===== config.mk =====
export PLATFORM = sky130hd
export DESIGN_NAME = rst_source_ctrl
export DESIGN_NICKNAME = d
export VERILOG_FILES = /design/src/rtl/rsc_pkg.sv /design/src/rtl/rsc_arbiter.sv /design/src/rtl/rsc_core_seq.sv /design/src/rtl/rst_source_ctrl.sv
export SDC_FILE = /design/constraint.sdc
export NUM_CORES = 1
export LEC_CHECK = 0
export BUFFER_PORTS_ARGS = -buffer_cell sky130_fd_sc_hd__buf_4
export CAP_MARGIN = 20
export CORE_MARGIN = 5
export CORE_UTILIZATION = 48
export CTS_CLUSTER_DIAMETER = 50
export DETAILED_ROUTE_END_ITERATION = 8
export HOLD_SLACK_MARGIN = 0.15
export PLACE_DENSITY = 0.87
export REMOVE_ABC_BUFFERS = 1
export SYNTH_ARGS = -nofsm -noshare
export SYNTH_HDL_FRONTEND = slang
export SYNTH_HIERARCHICAL = 1
export SYNTH_SLANG_ARGS = --single-unit

===== constraint.sdc =====
create_clock -name clk -period 2.3 [get_ports clk]
set_clock_uncertainty 0.05 [all_clocks]
set_input_delay 0.46 -clock clk [delete_from_list [all_inputs] [get_ports clk]]
set_output_delay 0.46 -clock clk [all_outputs]
set_load 0.02 [all_outputs]

===== src/rtl/rsc_pkg.sv =====
package rsc_pkg;

    typedef enum logic [1:0] {
        SRC_POR       = 2'd0,
        SRC_CLK_LOSS  = 2'd1,
        SRC_SW_SYS    = 2'd2,
        SRC_WARM_CONV = 2'd3
    } rst_src_e;

    typedef enum logic [2:0] {
        EV_NONE,
        EV_CLK_LOSS,
        EV_SW_SYS,
        EV_LOCKUP,
        EV_WDOG,
        EV_CPU_REQ,
        EV_SW_CORE
    } rst_event_e;

endpackage


===== src/rtl/rsc_arbiter.sv =====
module rsc_arbiter
    import rsc_pkg::*;
(
    input  logic       loss_armed_i,
    input  logic       clk_loss_i,
    input  logic       sw_sys_i,
    input  logic       lockup_i,
    input  logic       wdog_i,
    input  logic       cpu_req_i,
    input  logic       sw_core_i,
    input  logic       warm_conv_i,
    input  logic       busy_i,
    output rst_event_e event_o,
    output logic       is_sys_o,
    output rst_src_e   sys_code_o
);
    logic warm_any;
    assign warm_any = lockup_i | wdog_i | cpu_req_i;

    always_comb begin
        event_o    = EV_NONE;
        is_sys_o   = 1'b0;
        sys_code_o = SRC_POR;
        if (loss_armed_i && clk_loss_i) begin
            event_o    = EV_CLK_LOSS;
            is_sys_o   = 1'b1;
            sys_code_o = SRC_CLK_LOSS;
        end else if (sw_sys_i) begin
            event_o    = EV_SW_SYS;
            is_sys_o   = 1'b1;
            sys_code_o = SRC_SW_SYS;
        end else if (warm_any && warm_conv_i) begin
            event_o    = lockup_i ? EV_LOCKUP : (wdog_i ? EV_WDOG : EV_CPU_REQ);
            is_sys_o   = 1'b1;
            sys_code_o = SRC_WARM_CONV;
        end else if (!busy_i) begin
            if (lockup_i)        event_o = EV_LOCKUP;
            else if (wdog_i)     event_o = EV_WDOG;
            else if (cpu_req_i)  event_o = EV_CPU_REQ;
            else if (sw_core_i)  event_o = EV_SW_CORE;
        end
    end
endmodule


===== src/rtl/rsc_core_seq.sv =====
module rsc_core_seq #(
    parameter int CYCLES = 8
) (
    input  logic clk,
    input  logic por_n,
    input  logic start_i,
    input  logic abort_i,
    output logic core_rst_o,
    output logic done_o
);
    localparam int CW = (CYCLES > 2) ? $clog2(CYCLES) : 1;
    localparam logic [CW-1:0] LAST = CW'(CYCLES - 1);

    typedef struct packed {
        logic          active;
        logic          done;
        logic [CW-1:0] cnt;
    } seq_t;

    seq_t s_d, s_q;

    always_comb begin
        s_d      = s_q;
        s_d.done = 1'b0;
        if (abort_i) begin
            s_d.active = 1'b0;
            s_d.cnt    = '0;
        end else if (s_q.active) begin
            if (s_q.cnt == LAST) begin
                s_d.active = 1'b0;
                s_d.done   = 1'b1;
                s_d.cnt    = '0;
            end else begin
                s_d.cnt = s_q.cnt + 1'b1;
            end
        end else if (start_i) begin
            s_d.active = 1'b1;
            s_d.cnt    = '0;
        end
    end

    always_ff @(posedge clk or negedge por_n) begin
        if (!por_n) s_q <= '0;
        else        s_q <= s_d;
    end

    assign core_rst_o = s_q.active;
    assign done_o     = s_q.done;
endmodule


===== src/rtl/rst_source_ctrl.sv =====
module rst_source_ctrl
    import rsc_pkg::*;
#(
    parameter int CORE_RST_CYCLES = 8
) (
    input  logic       clk,
    input  logic       por_n,
    input  logic       clk_loss_i,
    input  logic       sw_sysrst_wr_i,
    input  logic       cpu_rst_req_i,
    input  logic       cpu_lockup_i,
    input  logic       wdog_timeout_i,
    input  logic       sw_core_rst_wr_i,
    input  logic       osc_cfg_wr_i,
    input  logic       osc_loss_en_i,
    input  logic       sys_cfg_wr_i,
    input  logic       sys_loss_en_i,
    input  logic       warm_conv_i,
    output logic       sys_rst_o,
    output logic       core_rst_o,
    output logic       core_done_o,
    output logic [1:0] rst_src_o,
    output logic       warm_lockup_o,
    output logic       warm_wdog_o,
    output logic       osc_loss_en_o,
    output logic       sys_loss_en_o,
    output logic       warm_conv_o
);
    typedef struct packed {
        logic     osc_en;
        logic     sys_en;
        logic     conv;
        logic     st_lockup;
        logic     st_wdog;
        logic     sys_pulse;
        rst_src_e src;
    } ctl_t;

    ctl_t       c_d, c_q;
    rst_event_e ev;
    logic       ev_sys;
    rst_src_e   ev_code;
    logic       seq_start;

    rsc_arbiter u_arb (
        .loss_armed_i (c_q.osc_en & c_q.sys_en),
        .clk_loss_i   (clk_loss_i),
        .sw_sys_i     (sw_sysrst_wr_i),
        .lockup_i     (cpu_lockup_i),
        .wdog_i       (wdog_timeout_i),
        .cpu_req_i    (cpu_rst_req_i),
        .sw_core_i    (sw_core_rst_wr_i),
        .warm_conv_i  (c_q.conv),
        .busy_i       (core_rst_o),
        .event_o      (ev),
        .is_sys_o     (ev_sys),
        .sys_code_o   (ev_code)
    );

    always_comb begin
        c_d           = c_q;
        c_d.sys_pulse = 1'b0;
        seq_start     = 1'b0;
        if (osc_cfg_wr_i) c_d.osc_en = osc_loss_en_i;
        if (sys_cfg_wr_i) begin
            c_d.sys_en = sys_loss_en_i;
            c_d.conv   = warm_conv_i;
        end
        if (ev_sys) begin
            c_d.osc_en    = 1'b0;
            c_d.sys_en    = 1'b0;
            c_d.conv      = 1'b0;
            c_d.st_lockup = 1'b0;
            c_d.st_wdog   = 1'b0;
            c_d.sys_pulse = 1'b1;
            c_d.src       = ev_code;
        end else begin
            case (ev)
                EV_LOCKUP, EV_WDOG, EV_CPU_REQ: begin
                    c_d.st_lockup = (ev == EV_LOCKUP);
                    c_d.st_wdog   = (ev == EV_WDOG);
                    seq_start     = 1'b1;
                end
                EV_SW_CORE: begin
                    c_d.conv      = 1'b0;
                    c_d.st_lockup = 1'b0;
                    c_d.st_wdog   = 1'b0;
                    seq_start     = 1'b1;
                end
                default: ;
            endcase
        end
    end

    always_ff @(posedge clk or negedge por_n) begin
        if (!por_n) begin
            c_q     <= '0;
            c_q.src <= SRC_POR;
        end else begin
            c_q <= c_d;
        end
    end

    rsc_core_seq #(.CYCLES(CORE_RST_CYCLES)) u_seq (
        .clk        (clk),
        .por_n      (por_n),
        .start_i    (seq_start),
        .abort_i    (ev_sys),
        .core_rst_o (core_rst_o),
        .done_o     (core_done_o)
    );

    assign sys_rst_o     = c_q.sys_pulse;
    assign rst_src_o     = c_q.src;
    assign warm_lockup_o = c_q.st_lockup;
    assign warm_wdog_o   = c_q.st_wdog;
    assign osc_loss_en_o = c_q.osc_en;
    assign sys_loss_en_o = c_q.sys_en;
    assign warm_conv_o   = c_q.conv;
endmodule


After elaboration in Yosys (flattened, before gate mapping)
Cells that the tools add are included.

Flip-flop bits (word level): 13. Input port bits: 13. Output and inout port bits: 10. Logic and storage cells: 63.

Add/subtract/negate cells: 1. Eq/ne operators: 5. Mux-type cells: 35. Bitwise operators: 3. Reductions and logical operators: 9.

Operators with widths (number): two-way mux 3 bit (15); two-way mux 1 bit (13); == test 3 bit (second input constant) (4); two-way mux 2 bit (6); nonzero test 3 bit (3); one-hot mux 2 bit (2 select lines) (1); nonzero test 2 bit (2); OR reduction 4 bit (1); adder 3 x 1 -> 3 bit (second input constant) (1); == test 3 x 2 -> 1 bit (second input constant) (1); OR reduction 3 bit (1); logical AND 1 bit (2); OR 1 bit (2); bitwise AND 1 bit (1).

Longest topological paths before layout
Gate-level depths: netlist (run 1).

Depth after elaboration: 15. Mapped depth: 9. Mapped depth without buffers: 8.

Modules after synthesis
Netlist (run 1), hierarchy kept.

Modules (own cells, without submodules): rst_source_ctrl (instances 1, cells each 33, area an instance 360.3 sq um, seq. area each 200.2 sq um); rsc_core_seq (instances 1, cells each 21, area an instance 237.7 sq um, seq. area each 125.1 sq um); rsc_arbiter (instances 1, cells each 18, area an instance 103.8 sq um, seq. area each 0.0 sq um).

Worst setup path before layout (run 1)
Ideal clock, no wire load.

Path kind: reg2reg. Start: register u_seq.s_q, in the netlist u_seq/core_rst_o. End: register u_seq/s_q[0] in the netlist's numbering. Arrival time: 2100 ps. Data required time: 2175 ps. Setup slack: 76 ps. Stages on the path, launching flop included: 8. Path buffers: 0. Period minus slack after synthesis: 2224 ps. Cells stage by stage: dfrtp_1 > and2b_1 > o31ai_1 > nand2_1 > xor2_1 > nor2_1 > or3b_2 > a21oi_2.

Longest elaborated chain between the ends: 9. Elaborated cells between the ends (all ways): 14.

Ends and longest elaborated chain: from (decl) (line rsc_core_seq.sv:20) `seq_t s_d, s_q;`; from (signal assigned) (line rsc_core_seq.sv:43) `if (!por_n) s_q <= '0;`; from (signal assigned) (line rsc_core_seq.sv:44) `else s_q <= s_d;`; two-way mux 3 bit * (line rsc_arbiter.sv:36) `end else if (!busy_i) begin`; two-way mux 3 bit * (line rsc_arbiter.sv:32) `end else if (warm_any && warm_conv_i) begin`; two-way mux 3 bit * (line rsc_arbiter.sv:28) `end else if (sw_sys_i) begin`; two-way mux 3 bit * (line rsc_arbiter.sv:24) `if (loss_armed_i && clk_loss_i) begin`; named net ev[0] (line rst_source_ctrl.sv:40) `rst_event_e ev;`; == test 3 x 2 -> 1 bit / == test 3 bit (equally long branches) (line rst_source_ctrl.sv:78) `case (ev)`; OR reduction 4 bit (no source line) *; two-way mux 1 bit * (line rst_source_ctrl.sv:78); two-way mux 1 bit * (line rst_source_ctrl.sv:69) `if (ev_sys) begin`; named net seq_start (line rst_source_ctrl.sv:43) `logic seq_start;`; nonzero test 3 bit (no source line) *.

The timed path passes the listed nets; every way through them passes the cells marked *. A chain may end at the register's enable or synchronous reset.

Worst setup path after layout (run 1)
Start: register c_q, in the netlist osc_loss_en_o. End: register u_seq/s_q[0] in the netlist's numbering.

Longest elaborated chain between the ends: 8. Elaborated cells between the ends (all ways): 13.

Ends and longest elaborated chain: from (decl) (line rst_source_ctrl.sv:39) `ctl_t c_d, c_q;`; bitwise AND 1 bit * (line rst_source_ctrl.sv:46) `.loss_armed_i (c_q.osc_en & c_q.sys_en),`; logical AND 1 bit * (line rsc_arbiter.sv:24); two-way mux 3 bit * (line rsc_arbiter.sv:24); named net ev[2] (line rst_source_ctrl.sv:40); == test 3 x 2 -> 1 bit / == test 3 bit (equally long branches) (line rst_source_ctrl.sv:78); OR reduction 4 bit (no source line) *; two-way mux 1 bit * (line rst_source_ctrl.sv:78); two-way mux 1 bit * (line rst_source_ctrl.sv:69); named net seq_start (line rst_source_ctrl.sv:43); nonzero test 3 bit (no source line) *.

Marks and branches as above.

==> flow_summary.toml, run 1 <==
[outcome]
status = "complete, no violations"

[timing]
final_hold_viol_count = 0
worstMarginPinSlew_ps = 324.2
final.setup.tns_ps = 0
clock.fmax_mhz = 471.5
slew_viol_final = 0
post-route-period-util_pct = 92.22
rsz0062_at_grt = "no"
finalSetupViolCount = 0
fin_crit_ps = 2121
relSlewSlack_pct = 78.22

[synthesis]
yosysWarningCount = 6
synth_area_sq_um = 701.9
synthAdderAreaFrac_pct = 5.169
synth_top_family_by_area = "simple AND/OR/NAND/NOR gates"
yosysUniqueCellTypes = 29
synth_simple_gate_area_share_pct = 23.71
synth_xor_area_share_pct = 1.248
synthMuxAreaShare_pct = 7.487
ys_ff_latch = 13
synth_top_cell_by_area = "dfrtp_1"
synth.most_common_cell = "dfrtp_1"
synth_top_area_share_pct = 46.35
yosys-top-cells-count = "dfrtp_1, nor2_1, nand2_1, a21oi_1, or3b_1"
synth_compound_area_share_pct = 12.66
synth_edf_count = 0
synthTopCellsByArea = "dfrtp_1, or3b_1, nor2_1, mux2i_1, nand2_1"
synthArstFlopShare_pct = 100.0
synthCells = 72
syn_area_per_cell_sq_um = 9.749
seq_area_frac_synth_pct = 46.35
ys.flop_type = "dfrtp_1"

[die]
ios = 23
dieHeight_microns = 48.24
dieWidth_microns = 48.24
initial_core_util_pct = 51.99
coreArea_sq_um = 1350
dieArea_sq_um = 2327
row_count = 13

[cts]
cts_buffers = 3
ctsResizeCount = 0
cts_tree = "done"
clockBufferDepth = 2
h-tree-depth = 1
clk_latency_ps = 280
cts_num_sinks = 13
clk_pin_slew_ps = 70
cts_root_buffer = "clkbuf_4"

[worst_hold_path]
hold_path_class = "in -> reg"

[worst_setup_path]
path_max_fanout = 4
required_ps = 2460
crit_arrival_ps = 2280
crit_type = "reg -> reg"
critPathLaunchType = "register"
cp-end-kind = "register"

[power]
ir_drop_mv = 0.3279
power_density_nw_per_um2 = 557.6
leakagePower_nw = 0.4703

[placed_design]
hpwl_mm = 1.172
gp_congestion = 0.8334
portBuffers = 22
postPlaceCellArea_sq_um = 903.4

[final_layout]
final_area_sq_um = 939.7
areaGrowthSynthToFinish_pct = 33.87
final_util_pct = 69.60
nNetsFinal = 117
layout-drive-gt1-share_pct = 31.68
antennaDiodeCount = 0
top_register = "u_seq/s_q"
largest_reg_flops = 3

[run]
cap_violations = 0

[global_route]
grt_pass1_wl_mm = 2.449
antenna_found_initial = 0
track_usage_pct = 15.97
grt_max_degree = 14
grt_pass1_vias = 595
overflow = 0

[detailed_routing]
num_vias = 620
drt-vias-per-instance = 5.345
ant_nets = 0
wl_per_cell_microns = 13.13
drt-initial-drc-count = 10
drc = 0
drtPass1Iterations = 4
wl_mm = 1.523
## report_power, final
group          switching [W]  internal, W  leakage (nW)  total, W
registers         0.00000823     0.000242         0.173  0.000250
clock network      0.0000786    0.0000674        0.0150  0.000146
logic              0.0000667    0.0000615         0.282  0.000128
## repair_timing
| action | CTS | global route |
|---|---|---|
| setup endpoints to repair | 0 | 0 |
| hold buffers | 1 | 0 |
| setup buffers | 0 | 0 |
| endpoints found under the hold margin | 13 | 0 |
## layout by cell type, fill, tap and decap left out
cell type / synthesis / final
buf_4: 1 / 26
dfrtp_1: 13 / 13
nor2_1: 9 / 9
nand2_1: 7 / 7
a21oi_1: 5 / 5
or3b_1: 4 / 4
mux2i_1: 3 / 3
inv_1: 3 / 3
clkbuf_4: 0 / 3
o31ai_1: 3 / 3
mux2_1: 2 / 2
nor3_1: 2 / 2
nor2b_1: 2 / 2
ha_1: 2 / 2
xor2_1: 1 / 1
and2_1: 1 / 1
maj3_2: 1 / 1
o21ai_1: 1 / 1
nand4_1: 1 / 1
a31oi_1: 1 / 1
clkbuf_1: 0 / 1
dlygate4sd3_1: 0 / 1
nor4_1: 1 / 1
and2b_1: 1 / 1
o31a_1: 1 / 1
o21ai_0: 1 / 1
a21boi_0: 1 / 1
or2b_1: 1 / 1
nand2b_1: 1 / 1
or3b_2: 1 / 1
a21oi_2: 1 / 1
## area by class of cell
cell class                 instances  area (sq um)
fill                             106         410.4
multi-input combinational         54         352.8
sequential                        13         325.3
timing repair buffer              27         205.2
clock buffer                       4         26.28
tap                               15         18.77
inverter                           3         11.26
## final timing paths
path	slack (ps)	start	depth (start not counted)	end
max in group asynchronous	1530	por_n	2	u_seq/s_q[1]$_DFFE_PN0P_
min in group asynchronous	500	por_n	2	rst_src_o[1]$_DFFE_PN0P_
setup / recovery	180	osc_loss_en_o$_DFFE_PN0P_	8	u_seq/s_q[0]$_DFFE_PN0P_
hold reg to reg	440	rst_src_o[1]$_DFFE_PN0P_	1	rst_src_o[1]$_DFFE_PN0P_
hold / removal	390	sys_loss_en_i	3	sys_loss_en_o$_DFFE_PN0P_
setup reg to reg	180	osc_loss_en_o$_DFFE_PN0P_	8	u_seq/s_q[0]$_DFFE_PN0P_
## through the flow
step / total power (W) / hold slack (ps) / setup slack (ps) / std cells
finish: 0.0005239 / 387.5 / 179.0 / 116
global route: 0.0005538 / 388.3 / 44.30 / 116
CTS: 0.0005295 / 384.8 / 183.3 / 116
detailed placement: 0.0003818 / 261.6 / 89.64 / 111
global placement: 0.0003782 / 259.3 / 149.9 / 111
floorplan: 0.0003190 / 114.4 / -16.51 / 70
## cells by family after synthesis
| family | Yosys count |
|---|---|
| AOI/OAI and AO/OA | 14 |
| xor gates and xnor gates | 1 |
| adders and majority gates | 3 |
| buffers and inverters | 5 |
| DFF | 13 |
| muxes | 5 |
| and+or+nand+nor | 31 |
## critical path: stages (launching register included)
cell and delay [ps]:
dfrtp_1 400, and2_1 180, a21oi_1 190, o31ai_1 100, nor3_1 270, xor2_1 180, nor2_1 80, or3b_2 490
a21oi_2 120
## routing by layer
layer / vias up / part of all wire [%] / global-route usage, %
met5: - / 0 / 0
met3: 4 / 10 / 3.690
met1: 281 / 42 / 17.97
met2: 26 / 46 / 26.30
li1: 309 / - / -
met4: 0 / 1.8 / 11.29
Note: power is estimated with default switching activity, not from simulation.
==> run 2, diff against run 1 <==
- CORE_UTILIZATION: 48 -> 47
- SYNTH_HIERARCHICAL: 1 -> default
==> run 2 against run 1 <==
Net effect: synthesized cell count down 11%; via count down 4.4%; design area down 6.4%; routed wire length up 7.4%; largest power group unchanged; sequential power about the same; die area down 2.7%; clock-buffer cell count unchanged; first-iteration DRC count unchanged.
==> flow_summary.toml, run 2 <==
[cts]
cts_root_buffer = "clkbuf_4"
clockBufferDepth = 2
ctsResizeCount = 0
h-tree-depth = 1
cts_num_sinks = 13
cts_setup_buffers = 0
cts_buffers = 3
cts_tree = "done"
holdBufCountCts = 1
clk_pin_slew_ps = 80
clk_latency_ps = 280

[placed_design]
gp_congestion = 0.8748
dp_cells = 100
hpwl_mm = 1.308
portBuffers = 22

[synthesis]
yosysWarningCount = 0
syn_area_per_cell_sq_um = 10.38
ys_ff_latch = 13
synth_top_area_share_pct = 48.96
yosys-top-cells-count = "dfrtp_1, nor2_1, a21oi_1, mux2i_1"
synthCells = 64
synth_top_cell_by_area = "dfrtp_1"
synth_edf_count = 0
yosysUniqueCellTypes = 27
synthTopCellsByArea = "dfrtp_1, mux2i_1, nor2_1, ha_1, a21oi_1"
synth.most_common_cell = "dfrtp_1"
synth_area_sq_um = 664.4
seq_area_frac_synth_pct = 48.96
synthArstFlopShare_pct = 100.0
ys.flop_type = "dfrtp_1"

[worst_hold_path]
hold_path_class = "in -> reg"

[worst_setup_path]
path_buf_inv = 1
critPathLaunchType = "register"
cp-end-kind = "output pin"
crit_type = "reg -> out"
path_max_fanout = 10
required_ps = 1790
path_cells = "buf_4"
critPathMaxStageDelay_ps = 550
critPathTopFamily = "flip-flops"
reg2reg_slack_ps = 800
cpMaxStageDelayCell = "dfrtp_1"
crit_arrival_ps = 1040

[die]
coreArea_sq_um = 1318
initial_core_util_pct = 50.43
row_count = 13
dieWidth_microns = 47.60
dieArea_sq_um = 2265
dieHeight_microns = 47.60
ios = 23

[detailed_routing]
num_vias = 593
drt-vias-per-instance = 5.648
drc = 0
wl_per_cell_microns = 15.57
drt-initial-drc-count = 10
drtPass1Iterations = 4
ant_nets = 0
wl_mm = 1.635

[global_route]
track_usage_pct = 17.08
overflow = 0
grt_pass1_wl_mm = 2.642
antenna_found_initial = 0
grt_pass1_vias = 628
grt_max_degree = 14

[final_layout]
top_register = "u_seq.s_q"
layout-drive-gt1-share_pct = 34.44
antennaDiodeCount = 0
areaGrowthSynthToFinish_pct = 32.39
layout_common_cells = "buf_4, dfrtp_1, nor2_1"
largest_reg_flops = 3
nNetsFinal = 106
layout_commonest_cell = "buf_4"
finalNonFillerCells = 105

[power]
power_density_nw_per_um2 = 569.7
ir_drop_mv = 0.3453
leakagePower_nw = 0.4433

[timing]
final.setup.tns_ps = 0
fin_crit_ps = 1554
final_hold_viol_count = 0
post-route-period-util_pct = 67.58
relSlewSlack_pct = 77.11
slew_viol_final = 0
worstMarginPinSlew_ps = 343.4
finalSetupViolCount = 0
rsz0062_at_grt = "no"
clock.fmax_mhz = 643.4

[run]
cap_violations = 0

[outcome]
status = "complete, no violations"
## run 2: changes by cell type after synthesis, sizes merged, moves of 2 or more
| cell | change |
|---|---|
| a211oi | +2 |
| or3b | -5 |
| o31ai | -3 |
| mux2 | -2 |
| nand3 | +2 |
| nand2 | -4 |
| and3 | +3 |
| or4 | +2 |
## run 2: per-layer routing
| metal | share of wire (%) | wire [microns] | global-route usage (%) |
|---|---|---|---|
| met5 | 0 | 0 | 0 |
| met1 | 37 | 598 | 17.76 |
| met3 | 6.7 | 109 | 5.263 |
| met2 | 55 | 901 | 30.75 |
| met4 | 1.5 | 24 | 8.602 |
## run 2: through the flow
step           cell area, sq um  total power [W]  utilization [%]  hold WS (ps)  worst slack [ps]
5_1_grt                   879.6        0.0005296            66.76         402.8             679.4
4_1_cts                   879.6        0.0005060            66.76         375.2             744.6
2_1_floorplan             659.4        0.0003091                -         114.4             839.6
3_5_place_dp              843.3        0.0003621            64.01         263.7             634.2
6_report                  879.6        0.0005011            66.76         379.3             745.8
3_3_place_gp              843.3        0.0003582            64.01         256.6             642.3
## run 2: report_power, final
group | switching (W) | total, W | internal (W)
sequential | 0.0000126 | 0.000253 | 0.000240
combinational | 0.0000573 | 0.000106 | 0.0000489
clock | 0.0000752 | 0.000142 | 0.0000672
## run 2: path summary, 6_finish.rpt
path,from,to,depth (start not counted)
setup / recovery,u_seq.core_rst_o$_DFF_PN0_,core_rst_o,1
hold / removal,sys_loss_en_i,sys_loss_en_o$_DFFE_PN0P_,3
setup reg to reg,u_seq.core_rst_o$_DFF_PN0_,warm_wdog_o$_DFFE_PN0P_,4
hold reg to reg,warm_wdog_o$_DFFE_PN0P_,warm_wdog_o$_DFFE_PN0P_,1
max in group asynchronous,por_n,sys_rst_o$_DFF_PN0_,2
min in group asynchronous,por_n,u_seq.done_o$_DFF_PN0_,2
## run 2: cell type report
class                   count  area (sq um)
inverters                   4         15.01
repair buffers             23         175.2
fillers                   103         437.9
clock buffers               4         26.28
multi-input cells          46         319.1
well taps                  15         18.77
flip-flops and latches     13         325.3
## run 2: logic make-up after synthesis
logic type	count (synthesis)	share of synthesized area, %
and+or+nand+nor	26	21.28
AOI/OAI and AO/OA	14	16.95
buffers and inverters	5	3.012
muxes	4	6.027
adders and majority gates	2	3.766
DFF	13	48.96
